## src/rtl/rtcv_pkg.sv

```systemverilog
package rtcv_pkg;
  localparam int ADDR_W = 5;
  localparam int SA_W   = 5;
  localparam int WC_W   = 5;
  localparam int CMD_W  = ADDR_W + 1 + SA_W + WC_W;
  localparam int LEN_W  = WC_W + 1;

  typedef struct packed {
    logic [ADDR_W-1:0] addr;
    logic              xmit;
    logic [SA_W-1:0]   sa;
    logic [WC_W-1:0]   wc;
  } cmd_t;

  // odd parity over {p, a} and not the broadcast value
  function automatic logic addr_good(input logic [ADDR_W-1:0] a, input logic p);
    return (^{p, a}) && (a != {ADDR_W{1'b1}});
  endfunction

  function automatic logic is_mode(input logic [SA_W-1:0] sa);
    return (sa == '0) || (sa == {SA_W{1'b1}});
  endfunction

  function automatic logic [LEN_W-1:0] field_len(input logic [SA_W-1:0] sa,
                                                 input logic [WC_W-1:0] wc);
    if (is_mode(sa))   return {1'b0, wc};
    else if (wc == '0) return {1'b1, {WC_W{1'b0}}};
    else               return {1'b0, wc};
  endfunction
endpackage

```

## src/rtl/rtcv_addr_reg.sv

```systemverilog
module rtcv_addr_reg
  import rtcv_pkg::*;
(
  input  logic              clk,
  input  logic              rst_n,
  input  logic [ADDR_W-1:0] strap_addr,
  input  logic              strap_par,
  input  logic              sw_sel,
  input  logic              host_wr,
  input  logic [ADDR_W-1:0] host_addr,
  input  logic              host_par,
  output logic [ADDR_W-1:0] own_addr,
  output logic              own_par,
  output logic              addr_ok
);
  logic init_done_q;
  logic strap_load_w;
  logic host_load_w;
  logic [ADDR_W-1:0] next_addr_w;
  logic next_par_w;

  assign strap_load_w = !init_done_q && !sw_sel;
  assign host_load_w  = sw_sel && host_wr;
  assign next_addr_w  = host_load_w ? host_addr : strap_addr;
  assign next_par_w   = host_load_w ? host_par  : strap_par;

  always_ff @(posedge clk or negedge rst_n) begin
    if (!rst_n) begin
      init_done_q <= 1'b0;
      own_addr    <= '0;
      own_par     <= 1'b0;
      addr_ok     <= 1'b0;
    end else begin
      init_done_q <= 1'b1;
      if (strap_load_w || host_load_w) begin
        own_addr <= next_addr_w;
        own_par  <= next_par_w;
        addr_ok  <= addr_good(next_addr_w, next_par_w);
      end
    end
  end
endmodule

```

## src/rtl/rtcv_cmd_decode.sv

```systemverilog
module rtcv_cmd_decode
  import rtcv_pkg::*;
(
  input  logic              cmd_valid,
  input  logic [CMD_W-1:0]  cmd_word,
  input  logic              cmd_err,
  input  logic [ADDR_W-1:0] own_addr,
  input  logic              addr_ok,
  output logic              accept,
  output logic              bcast,
  output logic              xmit,
  output logic [SA_W-1:0]   sa,
  output logic [LEN_W-1:0]  len,
  output logic              mode
);
  cmd_t f;
  logic hit_own, hit_bc;

  assign f       = cmd_t'(cmd_word);
  assign hit_own = (f.addr == own_addr);
  assign hit_bc  = (f.addr == {ADDR_W{1'b1}});
  assign accept  = cmd_valid && !cmd_err && addr_ok && (hit_own || hit_bc);
  assign bcast   = hit_bc;
  assign xmit    = f.xmit;
  assign sa      = f.sa;
  assign mode    = is_mode(f.sa);
  assign len     = field_len(f.sa, f.wc);
endmodule

```

## src/rtl/rt_cmd_validator.sv

```systemverilog
module rt_cmd_validator
  import rtcv_pkg::*;
(
  input  logic              clk,
  input  logic              rst_n,
  input  logic [ADDR_W-1:0] strap_addr_i,
  input  logic              strap_par_i,
  input  logic              sw_sel_i,
  input  logic              host_wr_i,
  input  logic [ADDR_W-1:0] host_addr_i,
  input  logic              host_par_i,
  input  logic              cmd_valid_i,
  input  logic [CMD_W-1:0]  cmd_word_i,
  input  logic              cmd_err_i,
  output logic              cmd_ok_o,
  output logic              bcast_o,
  output logic              xmit_o,
  output logic [SA_W-1:0]   subaddr_o,
  output logic [LEN_W-1:0]  wcount_o,
  output logic              mode_o,
  output logic              addr_fault_o
);
  logic [ADDR_W-1:0] own_addr_q;
  logic              own_par_q;
  logic              addr_ok_w;
  logic              accept_w, bcast_w, xmit_w, mode_w;
  logic [SA_W-1:0]   sa_w;
  logic [LEN_W-1:0]  len_w;

  rtcv_addr_reg u_addr (
    .clk(clk), .rst_n(rst_n),
    .strap_addr(strap_addr_i), .strap_par(strap_par_i),
    .sw_sel(sw_sel_i), .host_wr(host_wr_i),
    .host_addr(host_addr_i), .host_par(host_par_i),
    .own_addr(own_addr_q), .own_par(own_par_q), .addr_ok(addr_ok_w)
  );

  rtcv_cmd_decode u_dec (
    .cmd_valid(cmd_valid_i), .cmd_word(cmd_word_i), .cmd_err(cmd_err_i),
    .own_addr(own_addr_q), .addr_ok(addr_ok_w),
    .accept(accept_w), .bcast(bcast_w), .xmit(xmit_w),
    .sa(sa_w), .len(len_w), .mode(mode_w)
  );

  always_ff @(posedge clk or negedge rst_n) begin
    if (!rst_n) begin
      cmd_ok_o  <= 1'b0;
      bcast_o   <= 1'b0;
      xmit_o    <= 1'b0;
      subaddr_o <= '0;
      wcount_o  <= '0;
      mode_o    <= 1'b0;
    end else begin
      cmd_ok_o <= accept_w;
      if (accept_w) begin
        bcast_o   <= bcast_w;
        xmit_o    <= xmit_w;
        subaddr_o <= sa_w;
        wcount_o  <= len_w;
        mode_o    <= mode_w;
      end
    end
  end

  assign addr_fault_o = !addr_ok_w;
endmodule

```

## config.mk

```make
export PLATFORM = sky130hd
export DESIGN_NAME = rt_cmd_validator
export DESIGN_NICKNAME = d
export VERILOG_FILES = /design/src/rtl/rtcv_pkg.sv /design/src/rtl/rtcv_addr_reg.sv /design/src/rtl/rtcv_cmd_decode.sv /design/src/rtl/rt_cmd_validator.sv
export SDC_FILE = /design/constraint.sdc
export NUM_CORES = 1
export LEC_CHECK = 0
export BUFFER_PORTS_ARGS = -buffer_cell sky130_fd_sc_hd__clkbuf_2
export CAP_MARGIN = 20
export CORE_ASPECT_RATIO = 1.75
export CORE_UTILIZATION = 31
export DETAILED_ROUTE_END_ITERATION = 8
export SLEW_MARGIN = 20
export SYNTH_ARGS = -nofsm -noshare
export SYNTH_HDL_FRONTEND = slang
export SYNTH_SLANG_ARGS = --single-unit
```

## constraint.sdc

```tcl
create_clock -name clk -period 2.3 [get_ports clk]
set_input_delay 0.23 -clock clk [delete_from_list [all_inputs] [get_ports clk]]
set_output_delay 0.23 -clock clk [all_outputs]
set_load 0.01 [all_outputs]
```

==> results of run 1 <==
worst reg2reg max path, stage by stage (launching register included):
cell and delay [ps]:
sky130_fd_sc_hd__dfrtp_1 410, sky130_fd_sc_hd__xor2_1 160, sky130_fd_sc_hd__nor3_2 200, sky130_fd_sc_hd__nand3_2 110, sky130_fd_sc_hd__a21oi_4 120, sky130_fd_sc_hd__buf_4 250, sky130_fd_sc_hd__mux2_2 360
report_power, final:
part / switching [mW] / internal (mW) / leakage (nW)
sequential: 0.0585 / 0.478 / 0.281
combinational: 0.145 / 0.201 / 0.443
clock: 0.116 / 0.152 / 0.0288
total: 0.319 / 0.831 / 0.753
cells in the mapped netlist (2+ instances only):
cell type	count	share of area [%]
sky130_fd_sc_hd__a21oi_1	3	1.4
sky130_fd_sc_hd__and3_1	2	1.1
sky130_fd_sc_hd__dfrtp_1	22	50
sky130_fd_sc_hd__ha_1	2	2.3
sky130_fd_sc_hd__inv_1	2	0.68
sky130_fd_sc_hd__mux2_2	12	12
sky130_fd_sc_hd__mux2_4	9	12
sky130_fd_sc_hd__mux2i_1	4	3.6
sky130_fd_sc_hd__nand3_1	2	0.91
sky130_fd_sc_hd__nor2_1	2	0.68
sky130_fd_sc_hd__o21ai_0	3	1.4
sky130_fd_sc_hd__or4_1	2	1.4
sky130_fd_sc_hd__xnor2_1	4	3.2
sky130_fd_sc_hd__xor2_1	3	2.4
layer usage:
metal,routed length (µm),share of wire [%]
met4,17,0.77
met5,0,0
met1,768,35
met3,122,5.6
met2,1287,59
worst max path at each step:
stage               startpoint        endpoint  slack, ps
finish                sw_sel_i  u_addr.addr_ok        540
global route          sw_sel_i  u_addr.addr_ok        400
CTS                   sw_sel_i  u_addr.addr_ok        530
detailed placement    sw_sel_i  u_addr.addr_ok        250
global placement      sw_sel_i  u_addr.addr_ok        320
floorplan             sw_sel_i  u_addr.addr_ok        500
timing repair:
action                                 in CTS  in global routing
endpoints found under the hold margin      22                  0
hold buffers                                1                  0
gates resized for setup                     0                  0
stage by stage:
| step | cells | cell area, µm² | utilization, % | total power, mW | hold WS [ps] |
|---|---|---|---|---|---|
| detailed placement | 174 | 1395 | 41.05 | 0.8954 | 245.7 |
| CTS | 179 | 1460 | 42.97 | 1.172 | 202.9 |
| floorplan | 80 | 1106 | - | 0.7438 | -65.59 |
| global route | 179 | 1460 | 42.97 | 1.223 | 206.3 |
| global placement | 174 | 1395 | 41.05 | 0.8860 | 234.0 |
| finish | 179 | 1460 | 42.97 | 1.150 | 208.0 |
kinds of logic after synthesis:
kind of cell,count (synthesis),synth area share [%]
compound gates,7,4.185
xor+xnor,7,5.543
fa+ha+maj,2,2.262
buf+inv,3,2.489
flops,22,49.77
mux,25,28.05
other cells,1,0.3390
simple gates,13,7.352
area by class of cell:
type                       count  area share [%]
timing repair buffer          51           17.99
clock buffer                   4           3.770
sequential                    22           37.70
inverter                       2          0.5141
multi-input combinational     55           36.16
tap                           45           3.856
flip-flops by register name, indices dropped and copies added (netlist names):
register	cells
mode_o	1
u_addr.init_done_q	1
cmd_ok_o	1
bcast_o	1
subaddr_o	5
u_addr.addr_ok	1
wcount_o	6
u_addr.own_addr	5
xmit_o	1
==> metrics.txt, run 1 <==
# TYPE chip_impl_metric gauge
chip_impl_metric{name="drt_iter0_drc",unit=""} 4
chip_impl_info{name="layout_commonest_cell",value="sky130_fd_sc_hd__clkbuf_2"} 1
chip_impl_metric{name="layout.area.seq",unit="µm²"} 550.5
chip_impl_metric{name="cts_max_path_buffers",unit=""} 2
chip_impl_metric{name="coreArea",unit="µm²"} 3398
chip_impl_info{name="crit_slowest_cell",value="sky130_fd_sc_hd__mux2_2"} 1
chip_impl_info{name="kind_of_cell_adding_the_most_delay_to_the_critical_path",value="multiplexers"} 1
chip_impl_metric{name="viasPerCell",unit=""} 4.615
chip_impl_metric{name="tritoncts.num_buffers",unit=""} 3
chip_impl_metric{name="ant_nets",unit=""} 0
chip_impl_metric{name="postSynthRegisterBits",unit=""} 22
chip_impl_metric{name="tritoncts_num_sinks",unit=""} 22
chip_impl_metric{name="globalRouteOverflowTotal",unit=""} 0
chip_impl_metric{name="groute.usage.overall",unit="%"} 13.00
chip_impl_metric{name="post_route_cells_drive_above_1_share",unit="%"} 58.21
chip_impl_metric{name="finClkSkew",unit="ps"} 3.106
chip_impl_metric{name="edff_count_synth",unit=""} 0
chip_impl_metric{name="crit_cells",unit=""} 8
chip_impl_metric{name="routed_wirelength",unit="µm"} 2196
chip_impl_metric{name="dpl.hpwl",unit="µm"} 1849
chip_impl_info{name="worstHoldStart",value="cmd_word_i[10]"} 1
chip_impl_info{name="run_status",value="finished clean"} 1
chip_impl_metric{name="reg2reg_setup_slack",unit="ps"} 570
chip_impl_metric{name="fp.dieArea",unit="µm²"} 3821
chip_impl_metric{name="synthDistinctLibCells",unit=""} 22
chip_impl_info{name="worst-setup-path-type",value="in2reg"} 1
chip_impl_metric{name="core.rowCount",unit=""} 28
chip_impl_info{name="worstSetupEndpointType",value="flip-flop"} 1
chip_impl_metric{name="async_flop_share",unit="%"} 100.0
chip_impl_metric{name="syn_area",unit="µm²"} 1106
chip_impl_info{name="r2r_end",value="mode_o"} 1
chip_impl_metric{name="worst_ep_required_time",unit="ps"} 2410
chip_impl_metric{name="global_route.usage.met2",unit="%"} 25.97
chip_impl_metric{name="worst-r2r-cell-count",unit=""} 6
chip_impl_metric{name="fp.dieW",unit="µm"} 47.16
chip_impl_metric{name="number_of_primary_i_o_pins",unit=""} 50
chip_impl_metric{name="setup-violations-final",unit=""} 0
chip_impl_info{name="timing.critical_path.cells",value="clkbuf_2, nand2_1, mux2_2, ha_1, xnor2_1, xnor2_1, mux2i_1, a21oi_1"} 1
chip_impl_info{name="tritoncts",value="built"} 1
chip_impl_metric{name="first_global_vias",unit=""} 861
chip_impl_metric{name="cts.repair_timing.setup_buffer_count",unit=""} 0
chip_impl_metric{name="slew_viol_final",unit=""} 0
chip_impl_info{name="timing.critical_path.mode_cell",value="sky130_fd_sc_hd__xnor2_1"} 1
chip_impl_metric{name="routed_wire_length_per_instance",unit="µm"} 12.27
chip_impl_info{name="whs_endpoint",value="xmit_o"} 1
chip_impl_metric{name="timing.critical_path.slowest_cell_delay",unit="ps"} 380
chip_impl_metric{name="floorplan.die.height",unit="µm"} 81.02
chip_impl_metric{name="maxSlewHeadroom",unit="%"} 55.71
chip_impl_metric{name="port-buffer-count",unit=""} 49
chip_impl_metric{name="vias",unit=""} 826
chip_impl_metric{name="grt_pass1_wl",unit="µm"} 3498
chip_impl_metric{name="cp_max_fo",unit=""} 6
chip_impl_info{name="yosys_most_used_dff",value="sky130_fd_sc_hd__dfrtp_1"} 1
chip_impl_metric{name="grt_util_met1",unit="%"} 12.20
chip_impl_metric{name="insertedDiodeCount",unit=""} 0
chip_impl_metric{name="final_critical_delay_including_setup_and_external_delays",unit="ps"} 1757
chip_impl_metric{name="gr-usage-met3",unit="%"} 2.000
chip_impl_metric{name="yosys_warnings",unit=""} 0
chip_impl_info{name="unrepaired_setup_endpoints_after_global_routing",value="no"} 1
chip_impl_metric{name="finalNetCount",unit=""} 171
chip_impl_metric{name="synthesis.instances",unit=""} 80
chip_impl_metric{name="initial_core_util",unit="%"} 32.55
chip_impl_metric{name="sequential_to_total_area_share_from_yosys_stat",unit="%"} 49.77
chip_impl_metric{name="grt_max_degree",unit=""} 23
chip_impl_metric{name="arrival_time_at_the_worst_endpoint",unit="ps"} 1870
chip_impl_metric{name="synth.net_count",unit=""} 116
chip_impl_metric{name="clk_latency",unit="ps"} 260
chip_impl_metric{name="drv.max_cap_violation_count",unit=""} 0
chip_impl_metric{name="transition_time_of_the_tightest_slew_check_pin",unit="ps"} 645.9
chip_impl_metric{name="hold_depth",unit=""} 2
chip_impl_metric{name="power_leakage",unit="nW"} 0.7527
chip_impl_metric{name="synthToLayoutAreaGrowth",unit="%"} 32.01
chip_impl_info{name="worstReg2RegStart",value="u_addr.own_addr[3]"} 1
chip_impl_info{name="layout.cells.most_common_list",value="49 x sky130_fd_sc_hd__clkbuf_2, 22 x sky130_fd_sc_hd__dfrtp_1, 12 x sky130_fd_sc_hd__mux2_2, 9 x sky130_fd_sc_hd__mux2_4"} 1
chip_impl_metric{name="final.setup.tns",unit="ps"} 0
chip_impl_metric{name="post_placement_worst_setup_slack",unit="ps"} 250.2
chip_impl_metric{name="worst-path-buf-inv",unit=""} 1
chip_impl_metric{name="timing.final.hold_violations",unit=""} 0
chip_impl_metric{name="final.period_utilization",unit="%"} 76.41
chip_impl_metric{name="drc",unit=""} 0
chip_impl_info{name="cp-start-kind",value="input port"} 1
chip_impl_metric{name="max_freq",unit="MHz"} 569.0
chip_impl_info{name="holdCritPathClass",value="in2reg"} 1
chip_impl_metric{name="firstDrtPassIters",unit=""} 3
chip_impl_metric{name="routabilityCongestion",unit=""} 0.6838
chip_impl_metric{name="fillCellCount",unit=""} 339
chip_impl_info{name="cts_root_buffer",value="sky130_fd_sc_hd__clkbuf_8"} 1
chip_impl_metric{name="cts.reportedPaths.clkPinSlew",unit="ps"} 80
chip_impl_metric{name="ir_worst_vdd",unit="µV"} 400.4
chip_impl_metric{name="power_density_cells",unit="nW/µm²"} 787.9
chip_impl_info{name="top_usage_layer",value="met2"} 1
chip_impl_metric{name="cts-htree-levels",unit=""} 1
chip_impl_metric{name="syn_avg_cell_area",unit="µm²"} 13.83
chip_impl_metric{name="final_worst_setup_slack",unit="ps"} 542.6
chip_impl_metric{name="multi_input_comb_area",unit="µm²"} 528.0
chip_impl_metric{name="antenna_found_initial",unit=""} 0
Note: power is estimated with default switching activity, not from simulation.
==> run 2, diff against run 1 <==
clock period = 1.5 ns   (was 2.3 ns; I/O delays follow)
==> run 2 against run 1 <==
Compared with the run above:
- the flow now finishes with violations (negative setup slack)
- non-clock buffer count is 3 higher
- register-to-register slack worse by 720 ps
- design area is 6.2% higher
- core utilization is 2.7 points higher
- clock skew is 0.58 ps lower
- first-iteration DRC count is 25% higher
- sequential cell count stayed put
- critical path type is now reg2reg
- critical endpoint is now wcount_o[3]
- largest cell class is now multi-input combinational cells
- highest routed layer is now met3
==> metrics.txt, run 2 (synthesis gave the netlist of run 1 again) <==
# TYPE chip_impl_metric gauge
chip_impl_info{name="cts_root_buffer",value="sky130_fd_sc_hd__clkbuf_8"} 1
chip_impl_info{name="cp-start-kind",value="flip-flop"} 1
chip_impl_info{name="layout.cells.most_common_list",value="49 x sky130_fd_sc_hd__clkbuf_2, 22 x sky130_fd_sc_hd__dfrtp_1, 13 x sky130_fd_sc_hd__mux2_4, 8 x sky130_fd_sc_hd__mux2_2"} 1
chip_impl_metric{name="slew_viol_final",unit=""} 0
chip_impl_metric{name="tritoncts.num_buffers",unit=""} 3
chip_impl_metric{name="largest_reg_flops",unit=""} 6
chip_impl_metric{name="p_total",unit="mW"} 1.818
chip_impl_metric{name="hold_depth",unit=""} 2
chip_impl_metric{name="globalRouteOverflowTotal",unit=""} 0
chip_impl_metric{name="arrival_time_at_the_worst_endpoint",unit="ps"} 1790
chip_impl_metric{name="max_freq",unit="MHz"} 607.8
chip_impl_metric{name="post_route_cells_drive_above_1_share",unit="%"} 62.04
chip_impl_metric{name="wl_met3",unit="µm"} 110
chip_impl_metric{name="floorplan.die.height",unit="µm"} 81.02
chip_impl_metric{name="insertedDiodeCount",unit=""} 0
chip_impl_metric{name="drv.max_cap_violation_count",unit=""} 0
chip_impl_metric{name="layout.cells.non_filler",unit=""} 182
chip_impl_metric{name="grt_max_degree",unit=""} 23
chip_impl_metric{name="clk_latency",unit="ps"} 260
chip_impl_metric{name="final.period_utilization",unit="%"} 109.7
chip_impl_metric{name="final_critical_delay_including_setup_and_external_delays",unit="ps"} 1645
chip_impl_metric{name="viasPerCell",unit=""} 4.495
chip_impl_metric{name="worst_hold_slack",unit="ps"} 123.2
chip_impl_metric{name="coreArea",unit="µm²"} 3398
chip_impl_metric{name="finClkSkew",unit="ps"} 2.527
chip_impl_metric{name="number_of_primary_i_o_pins",unit=""} 50
chip_impl_metric{name="firstDrtPassIters",unit=""} 2
chip_impl_info{name="failed_checks",value="negative setup slack"} 1
chip_impl_info{name="tritoncts",value="built"} 1
chip_impl_info{name="crit_slowest_cell",value="sky130_fd_sc_hd__dfrtp_1"} 1
chip_impl_metric{name="dpl.hpwl",unit="µm"} 1844
chip_impl_metric{name="core.rowCount",unit=""} 28
chip_impl_info{name="registers.top_by_ff_count",value="wcount_o"} 1
chip_impl_metric{name="vias",unit=""} 818
chip_impl_metric{name="fp.dieArea",unit="µm²"} 3821
chip_impl_metric{name="grt_pass1_wl",unit="µm"} 3622
chip_impl_metric{name="initial_core_util",unit="%"} 32.55
chip_impl_metric{name="cts.reportedPaths.clkPinSlew",unit="ps"} 80
chip_impl_info{name="worst-setup-path-type",value="reg2reg"} 1
chip_impl_metric{name="worst-r2r-cell-count",unit=""} 6
chip_impl_metric{name="routed_wirelength",unit="µm"} 2241
chip_impl_metric{name="routed_wire_length_per_instance",unit="µm"} 12.31
chip_impl_metric{name="drc",unit=""} 0
chip_impl_metric{name="met2RoutedLength",unit="µm"} 1286
chip_impl_metric{name="ir_worst_vdd",unit="µV"} 670.7
chip_impl_info{name="unrepaired_setup_endpoints_after_global_routing",value="yes"} 1
chip_impl_info{name="top_registers",value="wcount_o: 6 flops, subaddr_o: 5 flops, u_addr.own_addr: 5 flops"} 1
chip_impl_metric{name="multi_input_comb_area",unit="µm²"} 583.1
chip_impl_metric{name="tritoncts_num_sinks",unit=""} 22
chip_impl_metric{name="first_global_vias",unit=""} 878
chip_impl_metric{name="antenna_found_initial",unit=""} 0
chip_impl_metric{name="synthToLayoutAreaGrowth",unit="%"} 40.16
chip_impl_metric{name="cts-htree-levels",unit=""} 1
chip_impl_metric{name="power_density_cells",unit="nW/µm²"} 1173
chip_impl_info{name="worstSetupEndpointType",value="flip-flop"} 1
chip_impl_metric{name="cts_max_path_buffers",unit=""} 2
chip_impl_metric{name="groute.usage.overall",unit="%"} 13.22
chip_impl_metric{name="timing.critical_path.slowest_cell_delay",unit="ps"} 420
chip_impl_info{name="timing.critical_path.cells",value="xor2_1, nor3_2, nand3_2, a21oi_4, buf_12, mux2_4"} 1
chip_impl_metric{name="setup-violations-final",unit=""} 13
chip_impl_metric{name="transition_time_of_the_tightest_slew_check_pin",unit="ps"} 530.1
chip_impl_metric{name="drt_iter0_drc",unit=""} 5
chip_impl_metric{name="fp.dieW",unit="µm"} 47.16
chip_impl_metric{name="maxSlewHeadroom",unit="%"} 64.66
chip_impl_metric{name="place.detailed.instances",unit=""} 177
chip_impl_metric{name="finalNetCount",unit=""} 174
chip_impl_metric{name="worst_ep_required_time",unit="ps"} 1650
chip_impl_metric{name="routabilityCongestion",unit=""} 0.7658
chip_impl_info{name="holdCritPathClass",value="in2reg"} 1
chip_impl_metric{name="cp_max_fo",unit=""} 14
chip_impl_metric{name="met1Wirelength",unit="µm"} 843
chip_impl_info{name="run_status",value="complete, but fails checks"} 1
chip_impl_metric{name="final_worst_setup_slack",unit="ps"} -145.2
chip_impl_metric{name="timing.final.hold_violations",unit=""} 0
chip_impl_metric{name="cts.repair_timing.setup_buffer_count",unit=""} 0
chip_impl_metric{name="power_leakage",unit="nW"} 0.7858
chip_impl_metric{name="fillCellCount",unit=""} 337
chip_impl_metric{name="ant_nets",unit=""} 0
chip_impl_info{name="top_layer_used",value="met3"} 1
chip_impl_metric{name="port-buffer-count",unit=""} 49
chip_impl_info{name="layout_commonest_cell",value="sky130_fd_sc_hd__clkbuf_2"} 1
chip_impl_metric{name="layout.area.seq",unit="µm²"} 550.5
[run 2: cell count changes in the layout (fill, tap and decap cells not counted), moves of 2 or more]
cell	previous run	this run
sky130_fd_sc_hd__buf_4	1	3
sky130_fd_sc_hd__mux2_4	9	13
sky130_fd_sc_hd__mux2_2	12	8
sky130_fd_sc_hd__ha_4	0	2
sky130_fd_sc_hd__ha_1	2	0
[run 2: stage by stage]
stage	area (µm²)	setup slack [ps]	setup TNS [ps]	utilization, %
floorplan	1139	-85.07	-827.6	-
global placement	1463	-183.5	-1724	43.04
detailed placement	1463	-224.6	-2082	43.04
CTS	1531	-193.8	-2197	45.07
global route	1550	-227.1	-2837	45.62
finish	1550	-145.2	-1824	45.62
[run 2: final cells by class]
type / count / area share [%]
Multi-Input combinational cell: 55 / 37.61
Sequential cell: 22 / 35.51
Timing Repair Buffer: 54 / 19.21
Tap cell: 45 / 3.632
Clock buffer: 4 / 3.551
Inverter: 2 / 0.4843
[run 2: worst paths after layout]
| path | start | endpoint | slack (ps) |
|---|---|---|---|
| max | u_addr.own_addr[3] | wcount_o[3] | -150 |
| min | cmd_word_i[10] | xmit_o | 120 |
| max reg2reg | u_addr.own_addr[3] | wcount_o[3] | -150 |
| min reg2reg | mode_o | mode_o | 520 |
| max in group asynchronous | rst_n | subaddr_o[3] | 750 |
| min in group asynchronous | rst_n | wcount_o[4] | 400 |
[run 2: per-layer routing]
metal | vias up | global-route usage (%)
met1 | 385 | 13.78
met4 | 0 | 3.429
li1 | 395 | -
met5 | - | 0
met2 | 38 | 25.83
met3 | 0 | 1.556
[run 2: what timing repair did]
| item | in CTS | in global routing |
|---|---|---|
| pin swaps | 0 | 0 |
| resized for setup | 1 | 4 |
| endpoints found under the hold margin | 22 | 0 |
| endpoints found under the setup margin | 13 | 14 |
| hold buffers | 1 | 0 |
[run 2: worst max-delay path: cells and delay by family, from the launching register on]
kind	cells	cell delay (ps)
flip-flops	1	420
AND/OR/NAND/NOR	2	310
AO/OA/AOI/OAI	1	160
XOR/XNOR	1	160
multiplexers	1	310
buffers and inverters	1	180
[run 2: power breakdown]
group / leakage [nW] / switching (mW) / total, mW / internal (mW)
registers: 0.281 / 0.0912 / 0.824 / 0.733
logic: 0.476 / 0.234 / 0.573 / 0.339
clock network: 0.0288 / 0.187 / 0.421 / 0.234
==> run 3, diff against run 2 <==
ABC_CLOCK_PERIOD_IN_PS = 1500   (was default)
SETUP_SLACK_MARGIN = 0.05   (was default)
==> run 3 against run 2 <==
Compared with the run above:
- the flow still finishes with violations (negative setup slack)
- die area stayed put
- critical endpoint unchanged
- first-iteration DRC count stayed put
- sequential power hardly changed
- non-clock buffer count stayed put
- largest cell class unchanged
- worst setup slack worse by 1.9 ps
- hold slack hardly changed
- global-route usage stayed put
- sequential share of layout area is 0.65 points lower
- final cell count stayed put
- fmax is 0.11% lower
==> metrics.txt, run 3 (synthesis gave the netlist of run 1 again) <==
# TYPE chip_impl_metric gauge
chip_impl_metric{name="ant_nets",unit=""} 0
chip_impl_info{name="cts_root_buffer",value="sky130_fd_sc_hd__clkbuf_8"} 1
chip_impl_metric{name="timing.final.hold_violations",unit=""} 0
chip_impl_metric{name="finalNetCount",unit=""} 174
chip_impl_metric{name="dpl.hpwl",unit="µm"} 1844
chip_impl_metric{name="seq_power_share",unit="%"} 45.0
chip_impl_metric{name="final_worst_setup_slack",unit="ps"} -147.0
chip_impl_metric{name="cts.repair_timing.setup_buffer_count",unit=""} 0
chip_impl_info{name="run_status",value="complete, but fails checks"} 1
chip_impl_metric{name="antenna_found_initial",unit=""} 0
chip_impl_metric{name="clk_latency",unit="ps"} 260
chip_impl_info{name="layout.cells.most_common_list",value="47 x sky130_fd_sc_hd__clkbuf_2, 22 x sky130_fd_sc_hd__dfrtp_1, 17 x sky130_fd_sc_hd__mux2_4, 5 x sky130_fd_sc_hd__buf_4"} 1
chip_impl_metric{name="grt_max_degree",unit=""} 23
chip_impl_metric{name="finClkSkew",unit="ps"} 2.538
chip_impl_metric{name="cts.reportedPaths.clkPinSlew",unit="ps"} 80
chip_impl_info{name="tritoncts",value="built"} 1
chip_impl_metric{name="insertedDiodeCount",unit=""} 0
chip_impl_metric{name="groute.usage.overall",unit="%"} 13.22
chip_impl_info{name="worstHoldStart",value="cmd_word_i[10]"} 1
chip_impl_metric{name="routed_wire_length_per_instance",unit="µm"} 12.75
chip_impl_metric{name="transition_time_of_the_tightest_slew_check_pin",unit="ps"} 530.0
chip_impl_metric{name="drv.max_cap_violation_count",unit=""} 0
chip_impl_metric{name="reg2reg_setup_slack",unit="ps"} -150
chip_impl_metric{name="globalRouteOverflowTotal",unit=""} 0
chip_impl_metric{name="first_global_vias",unit=""} 878
chip_impl_metric{name="coreArea",unit="µm²"} 3398
chip_impl_metric{name="tritoncts_num_sinks",unit=""} 22
chip_impl_info{name="cp-start-kind",value="flip-flop"} 1
chip_impl_metric{name="vias",unit=""} 820
chip_impl_metric{name="port-buffer-count",unit=""} 49
chip_impl_info{name="failed_checks",value="negative setup slack"} 1
chip_impl_metric{name="power.switching",unit="mW"} 0.5168
chip_impl_metric{name="tritoncts.num_buffers",unit=""} 3
chip_impl_metric{name="cts_max_path_buffers",unit=""} 2
chip_impl_metric{name="arrival_time_at_the_worst_endpoint",unit="ps"} 1800
chip_impl_metric{name="setup-violations-final",unit=""} 13
chip_impl_metric{name="fp.dieArea",unit="µm²"} 3821
chip_impl_info{name="layout_commonest_cell",value="sky130_fd_sc_hd__clkbuf_2"} 1
chip_impl_metric{name="power_switching_share",unit="%"} 28.23
chip_impl_metric{name="cp_max_fo",unit=""} 14
chip_impl_metric{name="hold_depth",unit=""} 2
chip_impl_metric{name="drt_iter0_drc",unit=""} 5
chip_impl_metric{name="grt_pass1_wl",unit="µm"} 3622
chip_impl_metric{name="drc",unit=""} 0
chip_impl_metric{name="power.share.combinational",unit="%"} 32.0
chip_impl_info{name="unrepaired_setup_endpoints_after_global_routing",value="yes"} 1
chip_impl_metric{name="number_of_primary_i_o_pins",unit=""} 50
chip_impl_metric{name="maxSlewHeadroom",unit="%"} 64.67
chip_impl_metric{name="ir_worst_vdd",unit="µV"} 670.7
chip_impl_metric{name="post_route_cells_drive_above_1_share",unit="%"} 62.04
chip_impl_metric{name="max_freq",unit="MHz"} 607.1
chip_impl_metric{name="routabilityCongestion",unit=""} 0.7658
chip_impl_info{name="r2r_end",value="wcount_o[3]"} 1
chip_impl_metric{name="final_critical_delay_including_setup_and_external_delays",unit="ps"} 1647
chip_impl_metric{name="routed_wirelength",unit="µm"} 2320
chip_impl_info{name="whs_endpoint",value="xmit_o"} 1
chip_impl_info{name="worstSetupEndpointType",value="flip-flop"} 1
chip_impl_metric{name="share_clk_of_total_power",unit="%"} 23.0
chip_impl_info{name="worst-setup-path-type",value="reg2reg"} 1
chip_impl_metric{name="slew_viol_final",unit=""} 0
chip_impl_metric{name="worst-r2r-cell-count",unit=""} 6
chip_impl_metric{name="firstDrtPassIters",unit=""} 2
chip_impl_metric{name="final.period_utilization",unit="%"} 109.8
chip_impl_metric{name="fp.dieW",unit="µm"} 47.16
chip_impl_metric{name="core.rowCount",unit=""} 28
chip_impl_metric{name="floorplan.die.height",unit="µm"} 81.02
chip_impl_metric{name="worst_ep_required_time",unit="ps"} 1650
chip_impl_info{name="top_registers",value="wcount_o: 6 flops, subaddr_o: 5 flops, u_addr.own_addr: 5 flops"} 1
chip_impl_metric{name="power_density_cells",unit="nW/µm²"} 1159
chip_impl_metric{name="synthToLayoutAreaGrowth",unit="%"} 42.76
chip_impl_metric{name="power_leakage",unit="nW"} 0.8038
chip_impl_metric{name="initial_core_util",unit="%"} 32.55
chip_impl_metric{name="largest_reg_flops",unit=""} 6
chip_impl_info{name="holdCritPathClass",value="in2reg"} 1
chip_impl_metric{name="post_placement_worst_setup_slack",unit="ps"} -224.6
chip_impl_info{name="timing.critical_path.cells",value="xor2_1, nor3_2, nand3_2, a21oi_4, buf_12, mux2_4"} 1
chip_impl_info{name="cp-startpoint",value="u_addr.own_addr[3]"} 1
chip_impl_metric{name="viasPerCell",unit=""} 4.505
chip_impl_metric{name="cts-htree-levels",unit=""} 1
chip_impl_info{name="crit_slowest_cell",value="sky130_fd_sc_hd__dfrtp_1"} 1
chip_impl_metric{name="timing.critical_path.slowest_cell_delay",unit="ps"} 420
chip_impl_info{name="worstReg2RegStart",value="u_addr.own_addr[3]"} 1
chip_impl_info{name="registers.top_by_ff_count",value="wcount_o"} 1
chip_impl_metric{name="final.setup.tns",unit="ps"} -1848
chip_impl_metric{name="internal_power",unit="mW"} 1.314
==> run 3: worst max-delay path by stage <==
stage | cells after the start | slack (ps) | to
floorplan | 6 | -90 | subaddr_o[0]
global placement | 8 | -180 | u_addr.addr_ok
detailed placement | 8 | -220 | u_addr.addr_ok
CTS | 6 | -190 | subaddr_o[1]
global route | 6 | -230 | wcount_o[3]
finish | 6 | -150 | wcount_o[3]
==> run 3: worst max-delay path: cells and delay by family, from the launching register on <==
kind            cells  cell delay [ps]
mux                 1              310
simple gates        2              310
compound gates      1              160
buf+inv             1              180
flops               1              420
xor+xnor            1              160
==> run 3: per-layer routing <==
layer	share of wire, %	routed length [µm]	vias to the layer above	GRT usage, %
li1	-	-	395	-
met1	37	866	387	13.78
met2	58	1342	38	25.83
met3	4.7	110	0	1.556
met4	0	0	0	3.429
met5	0	0	-	0
==> run 3: what timing repair did <==
action                                  4_1_cts  5_1_grt
resized for setup                             1       13
pin swaps                                     0        6
hold endpoints to repair                     22        0
endpoints found under the setup margin       13       14
hold buffers                                  1        0
cloned                                        0        0
==> run 3: metrics by stage <==
step | area (µm²) | power (mW) | utilization [%] | hold slack, ps | std cells
floorplan | 1139 | 1.150 | - | -145.6 | 80
global placement | 1463 | 1.377 | 43.04 | 159.2 | 177
detailed placement | 1463 | 1.395 | 43.04 | 167.9 | 177
CTS | 1531 | 1.828 | 45.07 | 116.3 | 182
global route | 1579 | 1.939 | 46.47 | 129.2 | 182
finish | 1579 | 1.831 | 46.47 | 123.1 | 182
==> run 3: area by class of cell <==
class | instances | area, µm²
sequential | 22 | 550.5
timing repair buffer | 54 | 302.8
fill | 333 | 1819
inverter | 2 | 7.507
multi-input combinational | 55 | 606.8
tap | 45 | 56.30
clock buffer | 4 | 55.05
==> run 3: power by group through the flow <==
stage	clock (mW)	sequential (mW)	combinational, mW
finish	0.421	0.824	0.586
global route	0.455	0.844	0.640
CTS	0.437	0.828	0.563
detailed placement	0	0.833	0.561
global placement	0	0.832	0.545
floorplan	0	0.868	0.282
